File: src/rtl/dotclk_pkg.sv
package dotclk_pkg;

  // Strobes from control to datapath, acted upon only at a dot end.
  typedef struct packed {
    logic goSlow;
    logic goFast;
  } rateCmd_t;

  typedef enum logic [1:0] {
    PH_FAST  = 2'd0,
    PH_ENTRY = 2'd1,
    PH_SLOW  = 2'd2,
    PH_EXIT  = 2'd3
  } ratePhase_t;

endpackage

File: src/rtl/dotclk_div.sv
module dotclk_div
  import dotclk_pkg::*;
#(
  parameter int FAST_DIV = 4,
  parameter int SLOW_DIV = 5,
  parameter int RATIO_W  = 3
) (
  input  logic               clk,
  input  logic               rst,
  input  rateCmd_t           cmd,
  output logic               tick,
  output logic [RATIO_W-1:0] divRatio
);

  localparam int MAX_DIV = (SLOW_DIV > FAST_DIV) ? SLOW_DIV : FAST_DIV;
  localparam int CNT_W   = (MAX_DIV > 2) ? $clog2(MAX_DIV) : 1;
  localparam logic [CNT_W-1:0] FAST_LAST = CNT_W'(FAST_DIV - 1);
  localparam logic [CNT_W-1:0] SLOW_LAST = CNT_W'(SLOW_DIV - 1);

  logic [CNT_W-1:0] divCnt;
  logic             slowSel;
  logic [CNT_W-1:0] lastIdx;

  assign lastIdx  = slowSel ? SLOW_LAST : FAST_LAST;
  assign tick     = (divCnt == lastIdx);
  assign divRatio = slowSel ? RATIO_W'(SLOW_DIV) : RATIO_W'(FAST_DIV);

  always_ff @(posedge clk) begin
    if (rst) begin
      divCnt  <= '0;
      slowSel <= 1'b0;
    end else if (tick) begin
      divCnt <= '0;
      if (cmd.goSlow)      slowSel <= 1'b1;
      else if (cmd.goFast) slowSel <= 1'b0;
    end else begin
      divCnt <= divCnt + CNT_W'(1);
    end
  end

endmodule

File: src/rtl/dotclk_ctrl.sv
module dotclk_ctrl
  import dotclk_pkg::*;
#(
  parameter int ENTRY_LAG = 7,
  parameter int EXIT_LAG  = 3
) (
  input  logic     clk,
  input  logic     rst,
  input  logic     tick,
  input  logic     syncLow,
  input  logic     varEn,
  output rateCmd_t cmd
);

  localparam int LAG_MAX = (ENTRY_LAG > EXIT_LAG) ? ENTRY_LAG : EXIT_LAG;
  localparam int LAG_W   = (LAG_MAX < 1) ? 1 : $clog2(LAG_MAX + 1);
  localparam logic [LAG_W-1:0] ENTRY_END = LAG_W'(ENTRY_LAG);
  localparam logic [LAG_W-1:0] EXIT_END  = LAG_W'(EXIT_LAG);
  localparam logic [LAG_W-1:0] LAG_ONE   = LAG_W'(1);

  ratePhase_t       phase, phaseNext;
  logic [LAG_W-1:0] lagCnt, lagNext;

  always_comb begin
    phaseNext = phase;
    lagNext   = lagCnt;
    cmd       = '0;
    if (tick) begin
      if (!varEn) begin
        phaseNext  = PH_FAST;
        lagNext    = '0;
        cmd.goFast = 1'b1;
      end else begin
        unique case (phase)
          PH_FAST: begin
            if (syncLow) begin
              if (ENTRY_LAG == 0) begin
                phaseNext  = PH_SLOW;
                cmd.goSlow = 1'b1;
              end else begin
                phaseNext = PH_ENTRY;
                lagNext   = LAG_ONE;
              end
            end
          end
          PH_ENTRY: begin
            if (!syncLow) begin
              phaseNext = PH_FAST;
              lagNext   = '0;
            end else if (lagCnt >= ENTRY_END) begin
              phaseNext  = PH_SLOW;
              lagNext    = '0;
              cmd.goSlow = 1'b1;
            end else begin
              lagNext = lagCnt + LAG_ONE;
            end
          end
          PH_SLOW: begin
            if (!syncLow) begin
              if (EXIT_LAG == 0) begin
                phaseNext  = PH_FAST;
                cmd.goFast = 1'b1;
              end else begin
                phaseNext = PH_EXIT;
                lagNext   = LAG_ONE;
              end
            end
          end
          PH_EXIT: begin
            if (syncLow) begin
              phaseNext = PH_SLOW;
              lagNext   = '0;
            end else if (lagCnt >= EXIT_END) begin
              phaseNext  = PH_FAST;
              lagNext    = '0;
              cmd.goFast = 1'b1;
            end else begin
              lagNext = lagCnt + LAG_ONE;
            end
          end
          default: begin
            phaseNext  = PH_FAST;
            cmd.goFast = 1'b1;
          end
        endcase
      end
    end
  end

  always_ff @(posedge clk) begin
    if (rst) begin
      phase  <= PH_FAST;
      lagCnt <= '0;
    end else begin
      phase  <= phaseNext;
      lagCnt <= lagNext;
    end
  end

endmodule

File: src/rtl/dotclk_gen.sv
module dotclk_gen
  import dotclk_pkg::*;
#(
  parameter int FAST_DIV  = 4,
  parameter int SLOW_DIV  = 5,
  parameter int ENTRY_LAG = 7,
  parameter int EXIT_LAG  = 3,
  localparam int RATIO_W  = $clog2(SLOW_DIV + 1)
) (
  input  logic               clk,
  input  logic               rst,
  input  logic               hsyncN,
  input  logic               varEn,
  output logic               dotEn,
  output logic [RATIO_W-1:0] divRatio
);

  rateCmd_t rateCmd;
  logic     tick;

  dotclk_ctrl #(
    .ENTRY_LAG(ENTRY_LAG),
    .EXIT_LAG (EXIT_LAG)
  ) u_ctrl (
    .clk    (clk),
    .rst    (rst),
    .tick   (tick),
    .syncLow(~hsyncN),
    .varEn  (varEn),
    .cmd    (rateCmd)
  );

  dotclk_div #(
    .FAST_DIV(FAST_DIV),
    .SLOW_DIV(SLOW_DIV),
    .RATIO_W (RATIO_W)
  ) u_div (
    .clk     (clk),
    .rst     (rst),
    .cmd     (rateCmd),
    .tick    (tick),
    .divRatio(divRatio)
  );

  assign dotEn = tick;

endmodule

File: config.mk
export PLATFORM = sky130hd
export DESIGN_NAME = dotclk_gen
export DESIGN_NICKNAME = d
export VERILOG_FILES = /design/src/rtl/dotclk_pkg.sv /design/src/rtl/dotclk_div.sv /design/src/rtl/dotclk_ctrl.sv /design/src/rtl/dotclk_gen.sv
export SDC_FILE = /design/constraint.sdc
export NUM_CORES = 1
export LEC_CHECK = 0
export ABC_AREA = 1
export BUFFER_PORTS_ARGS = -buffer_cell sky130_fd_sc_hd__buf_2
export CORE_MARGIN = 2
export CORE_UTILIZATION = 50
export CTS_CLUSTER_SIZE = 28
export DETAILED_ROUTE_END_ITERATION = 6
export HOLD_SLACK_MARGIN = 0.02
export PLACE_DENSITY_LB_ADDON = 0.12
export SLEW_MARGIN = 30
export SYNTH_ARGS = -nofsm -noshare
export SYNTH_HDL_FRONTEND = slang
export SYNTH_SLANG_ARGS = --single-unit
File: constraint.sdc
create_clock -name clk -period 1.58 [get_ports clk]
set_input_delay 0.079 -clock clk [delete_from_list [all_inputs] [get_ports clk]]
set_output_delay 0.079 -clock clk [all_outputs]
set_load 0.05 [all_outputs]
==> flow_metrics.py, run 1 <==
metrics = {
    "layout": {
        "final_area_um2": 717,
        "layout.cells.non_filler": 119,
        "drive_gt1_frac": 0.279,
        "n_antenna_cell": 0,
        "area_growth_pct": 7.50,
        "layout_commonest_cell": "nand2_1",
        "layout_common_cells": "nand2_1 (24), inv_1 (11), dfxtp_1 (9)",
        "fin_nets": 113,
    },
    "worst_setup_path": {
        "crit_family": "simple AND/OR/NAND/NOR gates",
        "startpoint_type": "flip-flop",
        "worstReg2RegStart": "u_ctrl.lagCnt[0]",
        "ff2ff_path_depth": 8,
        "rr_endpoint": "u_ctrl.phase[1]",
        "critPathKind": "flip-flop to flip-flop",
        "crit_path_end_kind": "flip-flop",
        "cp_cell_sequence": "ha_1, ha_1, nor2_2, nand4_1, nand3_2, nand2_1, nand2_1, nor2_2",
        "crit_fanout": 6,
        "r2r_slack_ns": 0.14,
        "timing.critical_path.buf_inv": 0,
        "crit_path_max_incr_delay_ns": 0.35,
        "worstPathArrival_ns": 1.60,
        "worstPathRequired_ns": 1.74,
        "crit_slowest_cell": "dfxtp_1",
    },
    "timing": {
        "setup_viol": 0,
        "worst_slack_ns": 0.139,
        "timing.fmax_mhz": 694,
        "grt_setup_unrepaired": "false",
        "drv_slew": 0,
        "hold_viol": 0,
        "period_needed_ns": 1.44,
        "final.period_utilization": 0.912,
        "finalSetupTns_ns": 0,
        "clock-skew-final_ns": 0.00287,
    },
    "synth": {
        "synth_nets": 106,
        "synth-seq-cells": 9,
        "synth.distinct_cells": 25,
        "syn_area_um2": 667,
        "syn_avg_cell_area_um2": 6.81,
        "ys_warn_count": 0,
        "postSynthCellCount": 98,
        "yosysSeqAreaShare": 0.270,
    },
    "global_route": {
        "grt_pass1_wl_um": 1940,
        "antenna_found_initial": 0,
        "grt_usage": 0.189,
        "grt_pass1_vias": 471,
        "grt_max_degree": 8,
        "grt_overflow": 0,
    },
    "floorplan": {
        "num_rows": 13,
        "dieArea_mm2": 0.00164,
        "core_area_mm2": 0.00127,
        "io_pins": 8,
        "dieWidth_um": 40.5,
        "fp.dieH_um": 40.5,
        "initial_core_util": 0.526,
    },
    "power_and_ir_drop": {
        "p_leak_nw": 0.346,
        "totalPowerFinal_mw": 0.546,
        "power.density_mw_per_mm2": 762,
        "peakVddDrop_mv": 0.377,
    },
    "placement": {
        "dpl.hpwl_um": 950,
        "pre_cts_ws_ns": 0.106,
        "place_congestion": 0.723,
        "placed_area_um2": 688,
        "place_inst": 115,
        "portBuffers": 5,
    },
    "detailed_routing": {
        "viasPerCell": 4.82,
        "remaining_drc_errors": 0,
        "drt_first_pass_iters": 5,
        "wl_per_cell_um": 10.3,
        "num_vias": 573,
        "drt_wl_total_um": 1220,
        "drtIter0Drc": 15,
        "drtAntennaViolNets": 0,
    },
    "hold_path": {
        "hold_depth": 2,
        "holdCritStartpoint": "rst",
        "min-delay-path-class": "input port to flip-flop",
        "min_to": "u_ctrl.lagCnt[1]",
    },
    "cts": {
        "cts_max_level": 1,
        "cts_sinks": 9,
        "clockBufferDepth": 2,
        "root_buffer": "clkbuf_4",
        "cts_tree": "yes",
        "clkTransAtPathRegs_ns": 0.06,
        "numCtsBuffers": 3,
        "clk_latency_ns": 0.26,
    },
    "status": {
        "status": "completed",
    },
    "flow_run": {
        "maxCapViolCount": 0,
    },
}
[worst max-delay path by stage]
stage                                  to              from  cells past startpoint
final                     u_ctrl.phase[1]  u_ctrl.lagCnt[0]                      8
after global routing      u_ctrl.phase[1]  u_ctrl.lagCnt[0]                      9
after CTS                 u_ctrl.phase[1]  u_ctrl.lagCnt[0]                      8
after detailed placement  u_ctrl.phase[1]  u_ctrl.lagCnt[0]                      8
after global placement    u_ctrl.phase[1]  u_ctrl.lagCnt[0]                      8
after floorplan           u_ctrl.phase[1]  u_ctrl.lagCnt[0]                      8
[flip-flops by register name (all words and copies together) (netlist names)]
signal	count
u_ctrl.lagCnt	3
u_div.divCnt	3
u_ctrl.phase	2
u_div.slowSel	1
[cells in the mapped netlist]
cell type,n,area (um^2)
o21ai_1,2,10.0
inv_2,5,18.8
nand3_2,1,10.0
nand4_1,3,18.8
nand3b_1,1,7.51
conb_1,2,7.51
a22oi_1,1,7.51
ha_1,4,50.1
nor2_8,1,20.0
nand3_1,5,25.0
a21oi_1,1,5.00
nand2_2,5,31.3
nand2_4,1,11.3
nor2_4,1,11.3
nor2_2,3,18.8
buf_4,3,22.5
nor3_1,1,5.00
o21ai_2,1,8.76
o21ai_0,2,10.0
xnor2_1,1,8.76
dfxtp_1,9,180
nor2_1,8,30.0
inv_1,11,41.3
nand2_1,24,90.1
a21oi_2,2,17.5
[area by class of cell]
cell class	instances	area [um^2]
tap	15	18.8
multi-input combinational	70	407
inverter	16	60.1
sequential	9	180
fill	128	552
clock buffer	4	26.3
timing repair buffer	5	25.0
[where the power goes]
part	switching (mW)	internal [mW]	total, mW
sequential	0.0135	0.241	0.254
combinational	0.0766	0.0367	0.113
clock	0.0815	0.0974	0.179
[routing by layer]
metal  part of all wire  track usage  up-vias
li1                   -            -      314
met1               0.46        0.218      243
met2               0.47        0.302       12
met3              0.046       0.0500        4
met4              0.023        0.125        0
met5                  0            0        -
[per-stage QoR]
stage,util,hold slack (ns)
2_1_floorplan,-,0.141
3_3_place_gp,0.542,0.317
3_5_place_dp,0.542,0.319
4_1_cts,0.563,0.0379
5_1_grt,0.565,0.0559
6_report,0.565,0.0479
[worst reg2reg max path, cell delays in order, from the launching register on]
cell	delay, ns
dfxtp_1	0.35
ha_1	0.23
ha_1	0.22
nor2_2	0.12
nand4_1	0.15
nand3_2	0.12
nand2_1	0.05
nand2_1	0.07
nor2_2	0.03
[cells by family after synthesis]
family | after synthesis | synth area share
AND/OR/NAND/NOR | 54 | 0.418
other | 2 | 0.0113
XOR/XNOR | 1 | 0.0131
flip-flops | 9 | 0.270
AO/OA/AOI/OAI | 9 | 0.0882
adder cells (fa/ha/maj) | 4 | 0.0750
buffers and inverters | 19 | 0.124
[timing repair]
item / CTS / global route
hold buffers: 0 / 0
setup buffers: 0 / 0
gates resized for setup: 0 / 1
endpoints found under the setup margin: 0 / 3
(Power assumes the default switching activity.)
==> run 2: changes to the inputs <==
ABC_AREA = default   (was 1)
CORE_AREA = 2 2 39 41   (was default)
CORE_MARGIN = default   (was 2)
CORE_UTILIZATION = default   (was 50)
DIE_AREA = 0 0 41 43   (was default)
SETUP_SLACK_MARGIN = 0.1   (was default)
==> flow_metrics.py, run 2 <==
metrics = {
    "worst_setup_path": {
        "crit_start": "u_ctrl.lagCnt[1]",
        "crit_slowest_cell": "dfxtp_4",
        "critPathKind": "flip-flop to flip-flop",
        "path_common_cell": "ha_4",
        "startpoint_type": "flip-flop",
        "crit_fanout": 2,
        "r2r_slack_ns": 0.01,
        "cp_cell_sequence": "ha_4, ha_4, a211o_1, a2bb2oi_2, nor4b_2, a32o_2",
        "rr_endpoint": "u_ctrl.lagCnt[1]",
        "worstPathRequired_ns": 1.79,
        "ff2ff_path_depth": 6,
        "crit_path_end_kind": "flip-flop",
        "worstReg2RegStart": "u_ctrl.lagCnt[1]",
        "worstPathArrival_ns": 1.78,
        "crit_path_max_incr_delay_ns": 0.35,
    },
    "synth": {
        "synth-seq-cells": 9,
        "syn_avg_cell_area_um2": 9.68,
        "synth_common_cells": "dfxtp_1 (9), buf_4 (5), ha_1 (4), inv_1 (4), nand2_1 (4)",
        "yosys.cell_count.top_type": "dfxtp_1",
        "synth_nets": 68,
        "syn_area_um2": 581,
        "synth_top_flop_cell": "dfxtp_1",
        "synth_edf_count": 0,
        "yosysTopAreaCell": "dfxtp_1",
        "synth.area.top_cells": "dfxtp_1 (31%), ha_1 (8.6%), buf_4 (6.5%)",
        "synthArstFlopShare": 0,
        "yosysSeqAreaShare": 0.310,
        "synth.distinct_cells": 28,
        "yosys.area.top_type_share": 0.310,
        "postSynthCellCount": 60,
        "ys_warn_count": 0,
    },
    "status": {
        "status": "completed",
    },
    "timing": {
        "timing.hold.ws_ns": 0.0655,
        "final.period_utilization": 0.994,
        "clock-skew-final_ns": 0.00575,
        "period_needed_ns": 1.57,
        "timing.fmax_mhz": 637,
        "hold_viol": 0,
        "drv_slew": 0,
        "grt_setup_unrepaired": "true",
        "setup_viol": 0,
        "worst_slack_ns": 0.0102,
    },
    "layout": {
        "fillers": 132,
        "regArea_um2": 188,
        "multi_input_area_um2": 392,
        "layout_common_cells": "buf_4 (7), dfxtp_1 (5), inv_1 (4), buf_2 (4)",
        "area_growth_pct": 23.7,
        "top_regs": "u_ctrl.lagCnt (3), u_div.divCnt (3), u_ctrl.phase (2)",
        "fin_nets": 79,
        "n_antenna_cell": 0,
        "layout_commonest_cell": "buf_4",
        "drive_gt1_frac": 0.457,
    },
    "detailed_routing": {
        "num_vias": 490,
        "drt_wl_total_um": 1200,
        "drtAntennaViolNets": 0,
        "wl_per_cell_um": 13.9,
        "drtIter0Drc": 11,
        "drt_first_pass_iters": 3,
        "remaining_drc_errors": 0,
        "viasPerCell": 5.70,
    },
    "cts": {
        "clockBufferDepth": 2,
        "clk_latency_ns": 0.26,
        "root_buffer": "clkbuf_4",
        "cts_max_level": 1,
        "numCtsBuffers": 3,
        "cts_tree": "yes",
        "clkTransAtPathRegs_ns": 0.07,
        "cts_sinks": 9,
    },
    "floorplan": {
        "io_pins": 8,
        "dieArea_mm2": 0.00176,
        "initial_core_util": 0.420,
        "core_area_mm2": 0.00138,
        "dieWidth_um": 41,
        "num_rows": 14,
        "fp.dieH_um": 43,
    },
    "global_route": {
        "grt_pass1_vias": 453,
        "antenna_found_initial": 0,
        "grt_pass1_wl_um": 1750,
        "grt_overflow": 0,
        "grt_usage": 0.150,
        "grt_max_degree": 9,
    },
    "hold_path": {
        "min_to": "u_div.divCnt[2]",
        "min-delay-path-class": "input port to flip-flop",
        "hold_depth": 2,
        "holdCritStartpoint": "rst",
    },
    "placement": {
        "place_congestion": 0.755,
        "dpl.hpwl_um": 814,
        "portBuffers": 5,
        "pre_cts_ws_ns": -0.0229,
    },
    "power_and_ir_drop": {
        "p_leak_nw": 0.304,
        "totalPowerFinal_mw": 0.503,
        "peakVddDrop_mv": 0.410,
        "power.density_mw_per_mm2": 700,
    },
    "flow_run": {
        "maxCapViolCount": 0,
    },
}
## run 2: report_power, final
group	leakage [nW]	total [mW]	switching, mW	internal (mW)
Combinational	0.214	0.0745	0.0463	0.0282
Sequential	0.0754	0.242	0.00846	0.233
Clock	0.0150	0.186	0.0887	0.0976
## run 2: timing repair
item	in CTS	in global routing
setup buffers	3	1
setup endpoints to repair	3	6
gates resized for setup	2	4
pin swaps	4	2
hold endpoints to repair	0	0
hold buffers	0	0
## run 2: area by class of cell
cell class,count,area share
clock buffer,4,0.0366
inverter,5,0.0279
multi-input combinational,41,0.545
sequential,9,0.261
tap,16,0.0279
timing repair buffer,11,0.101
## run 2: critical path, delay by kind of cell, from the launching register on
| family | cells | cell delay [ns] |
|---|---|---|
| and+or+nand+nor | 1 | 0.28 |
| adders and majority gates | 2 | 0.31 |
| AOI/OAI and AO/OA | 3 | 0.57 |
| DFF | 1 | 0.35 |
## run 2: worst max-delay path by stage
stage	end	slack (ns)	cells after the start
floorplan	u_ctrl.lagCnt[1]	0.07	6
global placement	u_ctrl.lagCnt[1]	-0.002	6
detailed placement	u_ctrl.lagCnt[1]	-0.02	6
CTS	u_ctrl.lagCnt[1]	0.005	6
global route	u_ctrl.lagCnt[1]	-0.06	6
finish	u_ctrl.lagCnt[1]	0.01	6
## run 2: logic make-up after synthesis
| group | after synthesis | share of synthesized area |
|---|---|---|
| flops | 9 | 0.310 |
| compound gates | 15 | 0.254 |
| buf+inv | 10 | 0.0991 |
| xor+xnor | 2 | 0.0302 |
| simple gates | 18 | 0.207 |
| other cells | 2 | 0.0129 |
| fa+ha+maj | 4 | 0.0862 |
## run 2: stage by stage
| stage | instances | area [um^2] | util | setup TNS, ns |
|---|---|---|---|---|
| after CTS | 86 | 699 | 0.505 | 0 |
| final | 86 | 718 | 0.519 | 0 |
| after global routing | 86 | 718 | 0.519 | -0.0982 |
| after global placement | 79 | 647 | 0.467 | -0.00182 |
| after detailed placement | 79 | 647 | 0.467 | -0.0349 |
| after floorplan | 60 | 617 | - | 0 |
## run 2: layer usage
layer / track usage / share of wire / up-vias
met5: 0 / 0 / -
met4: 0.0800 / 0.0075 / 0
met3: 0.0628 / 0.038 / 2
met2: 0.234 / 0.51 / 8
met1: 0.161 / 0.44 / 238
li1: - / - / 242
